--- config.mk ---
export PLATFORM = sky130hd
export DESIGN_NAME = flag_unit
export DESIGN_NICKNAME = d
export VERILOG_FILES = /design/src/rtl/flag_eval_pkg.sv /design/src/rtl/flag_zero_det.sv /design/src/rtl/flag_arith_reg.sv /design/src/rtl/flag_sat_reg.sv /design/src/rtl/flag_cond_eval.sv /design/src/rtl/flag_unit.sv
export SDC_FILE = /design/constraint.sdc
export NUM_CORES = 1
export LEC_CHECK = 0
export BUFFER_PORTS_ARGS = -buffer_cell sky130_fd_sc_hd__buf_2
export CAP_MARGIN = 20
export CORE_AREA = 4 4 41 43
export CTS_BUF_LIST = sky130_fd_sc_hd__clkbuf_4 sky130_fd_sc_hd__clkbuf_8
export CTS_CLUSTER_SIZE = 20
export DETAILED_ROUTE_END_ITERATION = 12
export DIE_AREA = 0 0 45 47
export PLACE_DENSITY = 0.73
export SLEW_MARGIN = 20
export SYNTH_ARGS = -nofsm -noshare
export SYNTH_HDL_FRONTEND = slang
export SYNTH_SLANG_ARGS = --single-unit
--- constraint.sdc ---
create_clock -name clk -period 1.15 [get_ports clk]
set_input_delay 0.1725 -clock clk [delete_from_list [all_inputs] [get_ports clk]]
set_output_delay 0.1725 -clock clk [all_outputs]
set_load 0.01 [all_outputs]
--- src/rtl/flag_eval_pkg.sv ---
package flag_eval_pkg;

   localparam int CC_W = 4;

   typedef enum logic [CC_W-1:0] {
      CC_EQ = 4'h0,
      CC_NE = 4'h1,
      CC_CS = 4'h2,
      CC_CC = 4'h3,
      CC_MI = 4'h4,
      CC_PL = 4'h5,
      CC_VS = 4'h6,
      CC_VC = 4'h7,
      CC_AL = 4'hE
   } cc_e;

   typedef struct packed {
      logic n;
      logic z;
      logic c;
      logic v;
   } arith_flags_t;

endpackage

--- src/rtl/flag_zero_det.sv ---
module flag_zero_det #(
   parameter int DATA_W = 32,
   parameter bit USE_TREE = 1'b1,
   parameter int CHUNK_W = 8
) (
   input  logic [DATA_W-1:0] data_i,
   output logic              zero_o
);
   localparam int N_CHUNK = DATA_W / CHUNK_W;

   generate
      if (USE_TREE) begin : g_tree
         if (DATA_W % CHUNK_W != 0) begin : g_bad
            $error("flag_zero_det: DATA_W must be a multiple of CHUNK_W");
         end
         logic [N_CHUNK-1:0] chunk_any;
         for (genvar i = 0; i < N_CHUNK; i++) begin : g_chunk
            assign chunk_any[i] = |data_i[i*CHUNK_W +: CHUNK_W];
         end
         assign zero_o = ~|chunk_any;
      end else begin : g_flat
         assign zero_o = ~|data_i;
      end
   endgenerate

endmodule

--- src/rtl/flag_arith_reg.sv ---
module flag_arith_reg
   import flag_eval_pkg::*;
#(
   parameter int DATA_W = 32,
   parameter bit USE_TREE = 1'b1,
   parameter int CHUNK_W = 8
) (
   input  logic              clk,
   input  logic              rst_n,
   input  logic [DATA_W-1:0] result_i,
   input  logic              carry_i,
   input  logic              ovf_i,
   input  logic              upd_i,
   output arith_flags_t      flags_o
);
   localparam int MSB = DATA_W - 1;

   logic         res_zero;
   arith_flags_t flags_q;
   arith_flags_t flags_d;

   flag_zero_det #(
      .DATA_W  (DATA_W),
      .USE_TREE(USE_TREE),
      .CHUNK_W (CHUNK_W)
   ) u_zdet (
      .data_i(result_i),
      .zero_o(res_zero)
   );

   always_comb begin
      flags_d.n = result_i[MSB];
      flags_d.z = res_zero;
      flags_d.c = carry_i;
      flags_d.v = ovf_i;
   end

   always_ff @(posedge clk) begin
      if (!rst_n) begin
         flags_q <= '0;
      end else if (upd_i) begin
         flags_q <= flags_d;
      end
   end

   assign flags_o = flags_q;

endmodule

--- src/rtl/flag_sat_reg.sv ---
module flag_sat_reg (
   input  logic clk,
   input  logic rst_n,
   input  logic set_i,
   input  logic clr_i,
   output logic q_o
);
   logic q_r;

   always_ff @(posedge clk) begin
      if (!rst_n) begin
         q_r <= 1'b0;
      end else if (set_i) begin
         q_r <= 1'b1;
      end else if (clr_i) begin
         q_r <= 1'b0;
      end
   end

   assign q_o = q_r;

endmodule

--- src/rtl/flag_cond_eval.sv ---
module flag_cond_eval
   import flag_eval_pkg::*;
(
   input  logic [CC_W-1:0] cond_i,
   input  arith_flags_t    flags_i,
   output logic            pass_o
);
   always_comb begin
      case (cond_i)
         CC_EQ:   pass_o = flags_i.z;
         CC_NE:   pass_o = ~flags_i.z;
         CC_CS:   pass_o = flags_i.c;
         CC_CC:   pass_o = ~flags_i.c;
         CC_MI:   pass_o = flags_i.n;
         CC_PL:   pass_o = ~flags_i.n;
         CC_VS:   pass_o = flags_i.v;
         CC_VC:   pass_o = ~flags_i.v;
         CC_AL:   pass_o = 1'b1;
         default: pass_o = 1'b0;
      endcase
   end

endmodule

--- src/rtl/flag_unit.sv ---
module flag_unit
   import flag_eval_pkg::*;
#(
   parameter int DATA_W = 32,
   parameter bit USE_TREE = 1'b1,
   parameter int CHUNK_W = 8
) (
   input  logic              clk,
   input  logic              rst_n,
   input  logic [DATA_W-1:0] result_i,
   input  logic              carry_i,
   input  logic              ovf_i,
   input  logic              upd_i,
   input  logic              sat_set_i,
   input  logic              sat_clr_i,
   input  logic [CC_W-1:0]   cond_i,
   output logic              flag_n_o,
   output logic              flag_z_o,
   output logic              flag_c_o,
   output logic              flag_v_o,
   output logic              flag_q_o,
   output logic              exec_o
);
   generate
      if (DATA_W < 2) begin : g_bad_w
         $error("flag_unit: DATA_W must be at least 2");
      end
      if (CHUNK_W < 1 || CHUNK_W > DATA_W) begin : g_bad_c
         $error("flag_unit: CHUNK_W out of range");
      end
   endgenerate

   arith_flags_t flags;

   flag_arith_reg #(
      .DATA_W  (DATA_W),
      .USE_TREE(USE_TREE),
      .CHUNK_W (CHUNK_W)
   ) u_arith (
      .clk     (clk),
      .rst_n   (rst_n),
      .result_i(result_i),
      .carry_i (carry_i),
      .ovf_i   (ovf_i),
      .upd_i   (upd_i),
      .flags_o (flags)
   );

   flag_sat_reg u_sat (
      .clk  (clk),
      .rst_n(rst_n),
      .set_i(sat_set_i),
      .clr_i(sat_clr_i),
      .q_o  (flag_q_o)
   );

   flag_cond_eval u_cond (
      .cond_i (cond_i),
      .flags_i(flags),
      .pass_o (exec_o)
   );

   assign flag_n_o = flags.n;
   assign flag_z_o = flags.z;
   assign flag_c_o = flags.c;
   assign flag_v_o = flags.v;

endmodule

==> results of run 1 <==
-- cells in the final DEF, fill, tap and decap left out, types with 2 or more instances in the layout --
master | synthesis | layout
clkbuf_4 | 0 | 4
mux2i_1 | 5 | 5
buf_4 | 0 | 3
nor4_1 | 4 | 4
nor3_1 | 2 | 2
nor4_2 | 2 | 2
dfxtp_2 | 0 | 3
dfxtp_1 | 5 | 2
nand2_1 | 2 | 2
buf_2 | 0 | 48
nor2b_1 | 4 | 4
-- logic make-up (layout without fill, tap and decap cells) --
group	Yosys count	in the layout	synth area share, %
AND/OR/NAND/NOR	19	19	37.13
multiplexers	5	5	14.71
AO/OA/AOI/OAI	6	6	13.97
flip-flops	5	5	29.41
XOR/XNOR	1	1	2.574
buffers and inverters	2	56	2.204
-- Yosys cell counts --
cell / instances / area share [%]
o22ai_2: 1 / 3.7
nand2_1: 2 / 2.2
nand3_1: 1 / 1.5
nand4_1: 1 / 1.8
xnor2_1: 1 / 2.6
a22oi_1: 1 / 2.2
nor2_1: 1 / 1.1
or4_4: 1 / 3.3
dfxtp_1: 5 / 29
a21o_1: 1 / 2.2
o21ai_0: 1 / 1.5
nor4_2: 2 / 7.4
clkbuf_1: 1 / 1.1
inv_1: 1 / 1.1
o21a_1: 1 / 2.2
mux2i_1: 5 / 15
nor3_1: 2 / 2.9
nor2b_1: 4 / 7.4
or4_1: 1 / 2.2
o211ai_1: 1 / 2.2
nor4_1: 4 / 7.4
-- metrics by stage --
step / std cells / hold slack (ns) / setup TNS (ns) / instance area [um^2] / setup slack (ns)
after floorplan: 38 / 0.2900 / 0 / 340.3 / 0.04715
after global placement: 103 / 0.3820 / -0.1025 / 618.1 / -0.08998
after detailed placement: 103 / 0.3865 / -0.1344 / 618.1 / -0.1151
after CTS: 107 / 0.1301 / -0.2166 / 650.6 / -0.2166
after global routing: 107 / 0.1353 / -0.2866 / 651.9 / -0.2866
final: 107 / 0.1340 / -0.1921 / 651.9 / -0.1921
-- sequential cells by signal (all words and copies together) (netlist names) --
name	count
u_arith.flags_o	4
u_sat.q_o	1
-- power by group through the flow --
stage	logic, W	registers, W	clock network (W)
5_1_grt	0.000160	0.000190	0.000252
3_5_place_dp	0.000145	0.000191	0
2_1_floorplan	0.0000426	0.000195	0
3_3_place_gp	0.000142	0.000191	0
6_report	0.000143	0.000189	0.000230
4_1_cts	0.000146	0.000189	0.000240
-- worst max-delay path: cells and delay by family, from the launching register on --
family,cells,cell delay [ns]
multiplexers,1,0.16
buffers and inverters,1,0.13
AND/OR/NAND/NOR,1,0.06
AO/OA/AOI/OAI,1,0.14
flip-flops,1,0.32
XOR/XNOR,1,0.13
-- path summary, 6_finish.rpt --
| check | start | end |
|---|---|---|
| max reg2reg | u_arith.flags_o[1]$_SDFFE_PN0P_ | u_arith.flags_o[1]$_SDFFE_PN0P_ |
| min reg2reg | u_arith.flags_o[3]$_SDFFE_PN0P_ | u_arith.flags_o[3]$_SDFFE_PN0P_ |
| max | u_arith.flags_o[3]$_SDFFE_PN0P_ | exec_o |
| min | sat_set_i | u_sat.q_o$_SDFFE_PN0P_ |
-- repair_timing --
| action | 4_1_cts | 5_1_grt |
|---|---|---|
| pin swaps | 3 | 2 |
| gates resized for setup | 3 | 1 |
| setup endpoints to repair | 1 | 1 |
-- per-layer routing --
layer	track usage, %	vias up	share of wire [%]	routed length, um
met4	5.263	0	0	0
li1	-	254	-	-
met5	0	-	0	0
met2	23.45	33	52	576
met3	2.682	0	12	139
met1	10.45	208	36	398
-- final cells by class --
type	count	area share [%]
clock buffer	4	4.607
inverter	1	0.5758
multi-input combinational	31	35.70
sequential	5	15.93
tap	15	2.879
timing repair buffer	51	40.31
==> results.json, run 1 <==
{
  "ys_warn_count": 0,
  "cts_hold_buf": 0,
  "antenna_found_initial": 0,
  "fmax_mhz": 745.1,
  "num_vias": 495,
  "grt_usage_pct": 11.45,
  "maxSlewViolCount": 0,
  "first_pass_iters": 1,
  "drive_above_1_share_pct": 67.39,
  "r2r_setup_slack_ns": 0.41,
  "die_w_um": 45,
  "synthesis.area_per_instance_um2": 8.956,
  "pin_count": 49,
  "fin_skew_ns": 0,
  "finalHoldViolations": 0,
  "cp.required_ns": 0.98,
  "nets": 136,
  "p_int_w": 0.0004263,
  "grt_pass1_wl_mm": 1.794,
  "fp-row-count": 13,
  "critPathMaxFanout": 3,
  "ff_latch_area_um2": 103.9,
  "cts.sinks": 5,
  "path_cells": "mux2i_1 -> xnor2_1 -> nor3_1 -> a21o_1 -> buf_2",
  "drv_cap": 0,
  "synth_seq_cells": 5,
  "cts_tree": "yes",
  "core_mm2": 0.001301,
  "grt_max_degree": 7,
  "first_iter_violations": 0,
  "max_slew_margin_pct": 84.07,
  "yosysSeqAreaShare_pct": 29.41,
  "io_buffer_count": 48,
  "min_period_ns": 1.342,
  "ant_nets": 0,
  "start_util_pct": 26.15,
  "period_share_pct": 116.7,
  "fillCellCount": 133,
  "multi_input_comb_area_um2": 232.7,
  "seqPwrFrac_pct": 33.6,
  "status": "finished with violations",
  "worstRegToRegCells": 3,
  "p_sw_share_pct": 24.13,
  "syn_area_um2": 340.3,
  "rsz0062_at_grt": "true",
  "worst_pin_slew_ns": 0.2368,
  "wl_mm": 1.114,
  "clk_latency_ns": 0.24,
  "syn_nets": 81,
  "drc": 0,
  "viasPerCell": 4.626,
  "end_kind": "primary output",
  "htree_levels": 1,
  "cpMaxStageDelayCell": "dfxtp_2",
  "dieArea_mm2": 0.002115,
  "root_buffer": "clkbuf_4",
  "clk_path_buf_depth": 2,
  "clk_pin_slew_ns": 0.05,
  "n_antenna_cell": 0,
  "power.switching_w": 0.0001356,
  "syn-instance-count": 38,
  "p_leak_nw": 0.3459,
  "die_y_um": 47,
  "pwr-share-comb_pct": 25.5,
  "power_density_mw_per_mm2": 862.1,
  "yosysUniqueCellTypes": 21,
  "slowest_delay_ns": 0.32,
  "cp.arrival_ns": 1.17,
  "post-route-util_pct": 50.10,
  "gp_congestion": 0.6668,
  "violations": "negative setup slack",
  "grt_remaining_overflow": 0,
  "holdPathStages": 2,
  "ir_drop_v": 0.0004581,
  "grt_pass1_vias": 534,
  "fin_ws_ns": -0.1921,
  "clkPwrFrac_pct": 40.9,
  "critPathLaunchType": "flop",
  "wl_per_cell_um": 10.41,
  "setup_viol": 1,
  "hold_path_class": "in -> reg",
  "power_w": 0.0005620,
  "area_delta_synth_final_pct": 91.54,
  "cts_setup_buffers": 0,
  "cts_buffers": 3,
  "setup.worst_path.class": "reg -> out"
}
Power figures use the tool's default switching activity.
==> inputs of run 2 (changes only) <==
Settings changed: ABC_AREA from default to 1, CAP_MARGIN 20 to 10, CORE_AREA 4 4 41 43 to default, CORE_MARGIN from default to 4, CORE_UTILIZATION from default to 28, DIE_AREA 0 0 45 47 to default, PLACE_DENSITY 0.73 to 0.76.
==> run 2 against run 1 <==
  * The run still ends with negative setup slack left
  * Global-route usage rose by 0.84 points
  * Register-to-register slack improved by 0.07 ns
  * Cell area rose by 2.9%
  * Largest power group unchanged
  * Highest routed layer is now met4
==> results.json, run 2 <==
{
  "worst_pin_slew_ns": 0.1798,
  "yosysUniqueCellTypes": 16,
  "grt_remaining_overflow": 0,
  "yosysTopAreaCellShare_pct": 27.03,
  "synth_common_cells": "nor2_1 (24), nand2_1 (12), inv_1 (7), dfxtp_1 (5), nand3_1 (3)",
  "clk_path_buf_depth": 2,
  "largest_reg_flops": 4,
  "fin_skew_ns": 0,
  "drv_cap": 0,
  "synth_seq_cells": 5,
  "cpMaxStageDelayCell": "dfxtp_2",
  "hold_path_class": "in -> reg",
  "first_iter_violations": 1,
  "die_y_um": 44.37,
  "area_delta_synth_final_pct": 81.08,
  "p_leak_nw": 0.3928,
  "status": "finished with violations",
  "dp_cells": 128,
  "core_mm2": 0.001171,
  "cts_setup_buffers": 0,
  "die_w_um": 44.37,
  "power_density_mw_per_mm2": 850.5,
  "setup_viol": 1,
  "cts.sinks": 5,
  "synth_compound_area_share_pct": 14.86,
  "synth_area_leader_cell": "dfxtp_1",
  "fp-row-count": 12,
  "fin_ws_ns": -0.2067,
  "cts_hold_buf": 0,
  "yosysMostFrequentCell": "nor2_1",
  "tns_ns": -0.2067,
  "yosysSeqAreaShare_pct": 27.03,
  "crit_top_cell": "nand2_1",
  "critPathMaxFanout": 2,
  "max_slew_margin_pct": 87.94,
  "synth-main-ff-cell": "dfxtp_1",
  "end_kind": "primary output",
  "ant_nets": 0,
  "ys_warn_count": 0,
  "syn_area_um2": 370.4,
  "setup.worst_path.class": "reg -> out",
  "wl_mm": 1.138,
  "finalHoldViolations": 0,
  "async_flop_share_pct": 0,
  "maxSlewViolCount": 0,
  "path_cells": "inv_2 -> nand2_2 -> o21ai_2 -> nand2_1 -> nand2_1 -> o21ai_2 -> nand2_1 -> nand2_1 -> buf_2",
  "start_util_pct": 31.62,
  "fillCellCount": 126,
  "synthAdderAreaFrac_pct": 0,
  "synth_top_family_by_area": "simple AND/OR/NAND/NOR gates",
  "synth_mux_area_share_pct": 0,
  "grt_max_degree": 6,
  "cp.arrival_ns": 1.18,
  "htree_levels": 1,
  "viasPerCell": 4.462,
  "synth_edf_count": 0,
  "io_buffer_count": 48,
  "syn-instance-count": 66,
  "final_cell_mix": "buf_2 (48), nor2_1 (24), nand2_1 (11)",
  "critPathLaunchType": "flop",
  "wl_per_cell_um": 8.621,
  "pin_count": 49,
  "period_share_pct": 118.0,
  "n_antenna_cell": 0,
  "num_vias": 589,
  "clk_latency_ns": 0.24,
  "rsz0062_at_grt": "true",
  "ir_drop_v": 0.0003433,
  "nets": 162,
  "cp.required_ns": 0.98,
  "cp_top_family": "flip-flops",
  "dieArea_mm2": 0.001969,
  "power_w": 0.0005704,
  "post-place-ws_ns": 0.04644,
  "syn_nets": 109,
  "violations": "negative setup slack",
  "synthesis.area_per_instance_um2": 5.611,
  "fin_cells": 132,
  "first_pass_iters": 2,
  "drive_above_1_share_pct": 53.39,
  "cts_tree": "yes",
  "grt_usage_pct": 12.29,
  "final_common_cell": "buf_2",
  "cts_buffers": 3,
  "clk_pin_slew_ns": 0.04,
  "crit_buf_inv": 2,
  "grt_pass1_wl_mm": 1.773,
  "yosys.area_share.simple_pct": 48.99,
  "fmax_mhz": 737.1,
  "gp_congestion": 0.8185,
  "antenna_found_initial": 0,
  "dpl.hpwl_mm": 1.036,
  "grt_pass1_vias": 516,
  "synth_xor_area_share_pct": 0,
  "slowest_delay_ns": 0.32,
  "root_buffer": "clkbuf_4",
  "min_period_ns": 1.357,
  "drc": 0,
  "netlist_top_cells_area": "dfxtp_1 (27%), nor2_1 (24%), nand2_1 (12%), inv_1 (7.1%), nand3_1 (4.1%)"
}
run 2: layout make-up:
type                    count  area [um^2]  share of cell area (%)
clock buffers               4        30.03                   4.478
inverters                   9        33.78                   5.037
multi-input cells          52        246.5                   36.75
flip-flops and latches      5        102.6                   15.30
well taps                  14        17.52                   2.612
repair buffers             48        240.2                   35.82
run 2: timing repair:
action | CTS | global route
pin swaps | 0 | 2
endpoints found under the setup margin | 1 | 1
resized for setup | 2 | 4
run 2: kinds of logic after synthesis:
logic type             after synthesis
DFF                                  5
AOI/OAI and AO/OA                    9
buffers and inverters                9
and+or+nand+nor                     43
run 2: worst paths after layout:
kind                                    from                              end  slack [ns]  cells after the start
max          u_arith.flags_o[3]$_SDFFE_PN0P_                           exec_o       -0.21                      9
min                                sat_set_i           u_sat.q_o$_SDFFE_PN0P_        0.14                      3
min reg2reg  u_arith.flags_o[3]$_SDFFE_PN0P_  u_arith.flags_o[3]$_SDFFE_PN0P_        0.47                      2
max reg2reg  u_arith.flags_o[3]$_SDFFE_PN0P_  u_arith.flags_o[3]$_SDFFE_PN0P_        0.48                      2
run 2: power breakdown:
group | leakage (nW) | total [W] | internal [W] | switching [W]
registers | 0.0422 | 0.000191 | 0.000184 | 0.00000655
logic | 0.332 | 0.000153 | 0.0000835 | 0.0000697
clock network | 0.0184 | 0.000226 | 0.000155 | 0.0000717
run 2: through the flow:
step                      area (um^2)  hold WS [ns]  util [%]
after floorplan                 370.4        0.2899         -
after global placement          628.1        0.3813     53.63
after detailed placement        628.1        0.3895     53.63
after CTS                       659.4        0.1329     56.30
after global routing            670.6        0.1571     57.27
final                           670.6        0.1387     57.27
run 2: tightest hold or removal path: stages:
cell     delay, ns
buf_2         0.07
a21oi_1       0.03
nor2_1        0.07
run 2: routing by layer:
metal | wire, um | global-route usage, % | up-vias
met5 | 0 | 0 | -
met4 | 17 | 9.036 | 0
met3 | 169 | 5.285 | 2
met2 | 517 | 20.35 | 35
met1 | 432 | 12.11 | 239
li1 | - | - | 313
==> inputs of run 3 (changes only) <==
Settings changed: CORE_AREA from default to 4 4 41 43, CORE_MARGIN 4 to default, CORE_UTILIZATION 28 to default, DIE_AREA from default to 0 0 45 47, PLACE_DENSITY 0.76 to 0.73.
Clock period 1.15 ns to 1.37 ns, I/O delays scaled along.
==> run 3 against run 2 <==
  * The run now ends clean
  * Cell area grew 0.56%
  * Sequential share of layout area is 0.27 points lower
  * Worst hold slack better by 0.036 ns
  * Combinational power is 15% lower
  * Largest cell class is now non-clock buffers
  * Largest power group unchanged
==> results.json, run 3 (synthesis results as in run 2) <==
{
  "core_mm2": 0.001301,
  "cts_buffers": 3,
  "use_met2_pct": 26.55,
  "grt_remaining_overflow": 0,
  "first_iter_violations": 7,
  "area_delta_synth_final_pct": 82.09,
  "final_common_cell": "buf_2",
  "use_met1_pct": 12.07,
  "max_slew_margin_pct": 88.87,
  "critPathLaunchType": "flop",
  "maxSlewViolCount": 0,
  "largest_reg_flops": 4,
  "gp_congestion": 0.6932,
  "io_buffer_count": 48,
  "cts.sinks": 5,
  "clk_path_buf_depth": 2,
  "status": "finished, final reports clean",
  "drc": 0,
  "grt_pass1_vias": 595,
  "first_pass_iters": 2,
  "fin_cells": 134,
  "ant_nets": 0,
  "fp-row-count": 13,
  "fmax_mhz": 733.7,
  "busiest_layer": "met2",
  "final_cell_mix": "buf_2 (48), nor2_1 (24), nand2_1 (11)",
  "grt_max_degree": 6,
  "min_period_ns": 1.363,
  "die_y_um": 47,
  "p_leak_nw": 0.3954,
  "setup.worst_path.class": "reg -> out",
  "die_w_um": 45,
  "post-place-ws_ns": 0.2630,
  "critPathMaxFanout": 3,
  "cpMaxStageDelayCell": "dfxtp_1",
  "grtUsageMet3_pct": 5.747,
  "clk_pin_slew_ns": 0.04,
  "dieArea_mm2": 0.002115,
  "n_antenna_cell": 0,
  "hold_path_class": "in -> reg",
  "cts_tree": "yes",
  "cp.required_ns": 1.16,
  "slowest_delay_ns": 0.34,
  "placed_area_um2": 629.4,
  "clk_latency_ns": 0.23,
  "root_buffer": "clkbuf_4",
  "nets": 163,
  "wl_mm": 1.274,
  "drive_above_1_share_pct": 52.10,
  "crit_top_cell": "nand2_1",
  "fillCellCount": 135,
  "dp_cells": 129,
  "start_util_pct": 28.46,
  "finalHoldViolations": 0,
  "wl_per_cell_um": 9.507,
  "fin_ws_ns": 0.007045,
  "end_kind": "primary output",
  "dpl.hpwl_mm": 1.118,
  "path_cells": "o21ai_2 -> nand2_1 -> nand2_1 -> o21ai_1 -> nand2_1 -> nand2_1 -> buf_2",
  "drv_cap": 0,
  "cp_top_family": "flip-flops",
  "crit_buf_inv": 1,
  "antenna_found_initial": 0,
  "holdWs_ns": 0.1751,
  "power_density_mw_per_mm2": 703.5,
  "fin_skew_ns": 0,
  "pin_count": 49,
  "setup_viol": 0,
  "ir_drop_v": 0.0002440,
  "num_vias": 587,
  "htree_levels": 1,
  "rsz0062_at_grt": "true",
  "grt_usage_pct": 13.75,
  "cp.arrival_ns": 1.16,
  "viasPerCell": 4.381,
  "worst_pin_slew_ns": 0.1653,
  "grt_pass1_wl_mm": 2.063,
  "period_share_pct": 99.49,
  "design_area_um2": 674.4
}
==> run 3: cell count changes in the layout (fill, tap and decap cells not counted), sizes merged <==
| cell | previous run | this run |
|---|---|---|
| buf | 48 | 49 |
==> run 3: final cells by class <==
cell class | count | area (um^2) | share of cell area, %
clock buffer | 4 | 30.03 | 4.453
inverter | 9 | 33.78 | 5.009
multi-input combinational | 52 | 242.7 | 35.99
sequential | 5 | 101.3 | 15.03
tap | 15 | 18.77 | 2.783
timing repair buffer | 49 | 247.7 | 36.73
==> run 3: where the power goes <==
group          total, W  switching, W  leakage [nW]  internal, W
registers      0.000161    0.00000594        0.0416     0.000155
logic          0.000130     0.0000585         0.335    0.0000714
clock network  0.000184     0.0000544        0.0184     0.000129
==> run 3: what timing repair did <==
item,CTS,global route
setup buffers,0,1
gates resized for setup,1,3
endpoints found under the setup margin,1,1
pin swaps,0,2
gates cloned,0,0
hold buffers,0,0
==> run 3: path summary, 6_finish.rpt <==
kind	start	slack, ns	cells past startpoint	endpoint
worst max register to register	u_arith.flags_o[3]$_SDFFE_PN0P_	0.60	3	u_arith.flags_o[3]$_SDFFE_PN0P_
worst min-delay path	sat_set_i	0.18	3	u_sat.q_o$_SDFFE_PN0P_
worst max-delay path	u_arith.flags_o[2]$_SDFFE_PN0P_	0.007	7	exec_o
worst min register to register	u_sat.q_o$_SDFFE_PN0P_	0.48	2	u_sat.q_o$_SDFFE_PN0P_
==> run 3: stage by stage <==
stage	utilization (%)	power (W)	TNS, ns
after CTS	50.77	0.0004752	0
after global routing	51.83	0.0005168	-0.1244
after floorplan	-	0.0002093	0
after global placement	48.37	0.0002845	0
after detailed placement	48.37	0.0002869	0
final	51.83	0.0004744	0
==> run 3: worst reg2reg max path, stage by stage, from the launching register on <==
cell	delay [ns]
dfxtp_2	0.32
inv_2	0.04
buf_4	0.12
a211oi_1	0.20
==> run 3: per-layer routing <==
metal / share of wire, % / vias to the layer above
li1: - / 315
met1: 35 / 237
met2: 51 / 33
met3: 13 / 2
met4: 0.71 / 0
met5: 0 / -
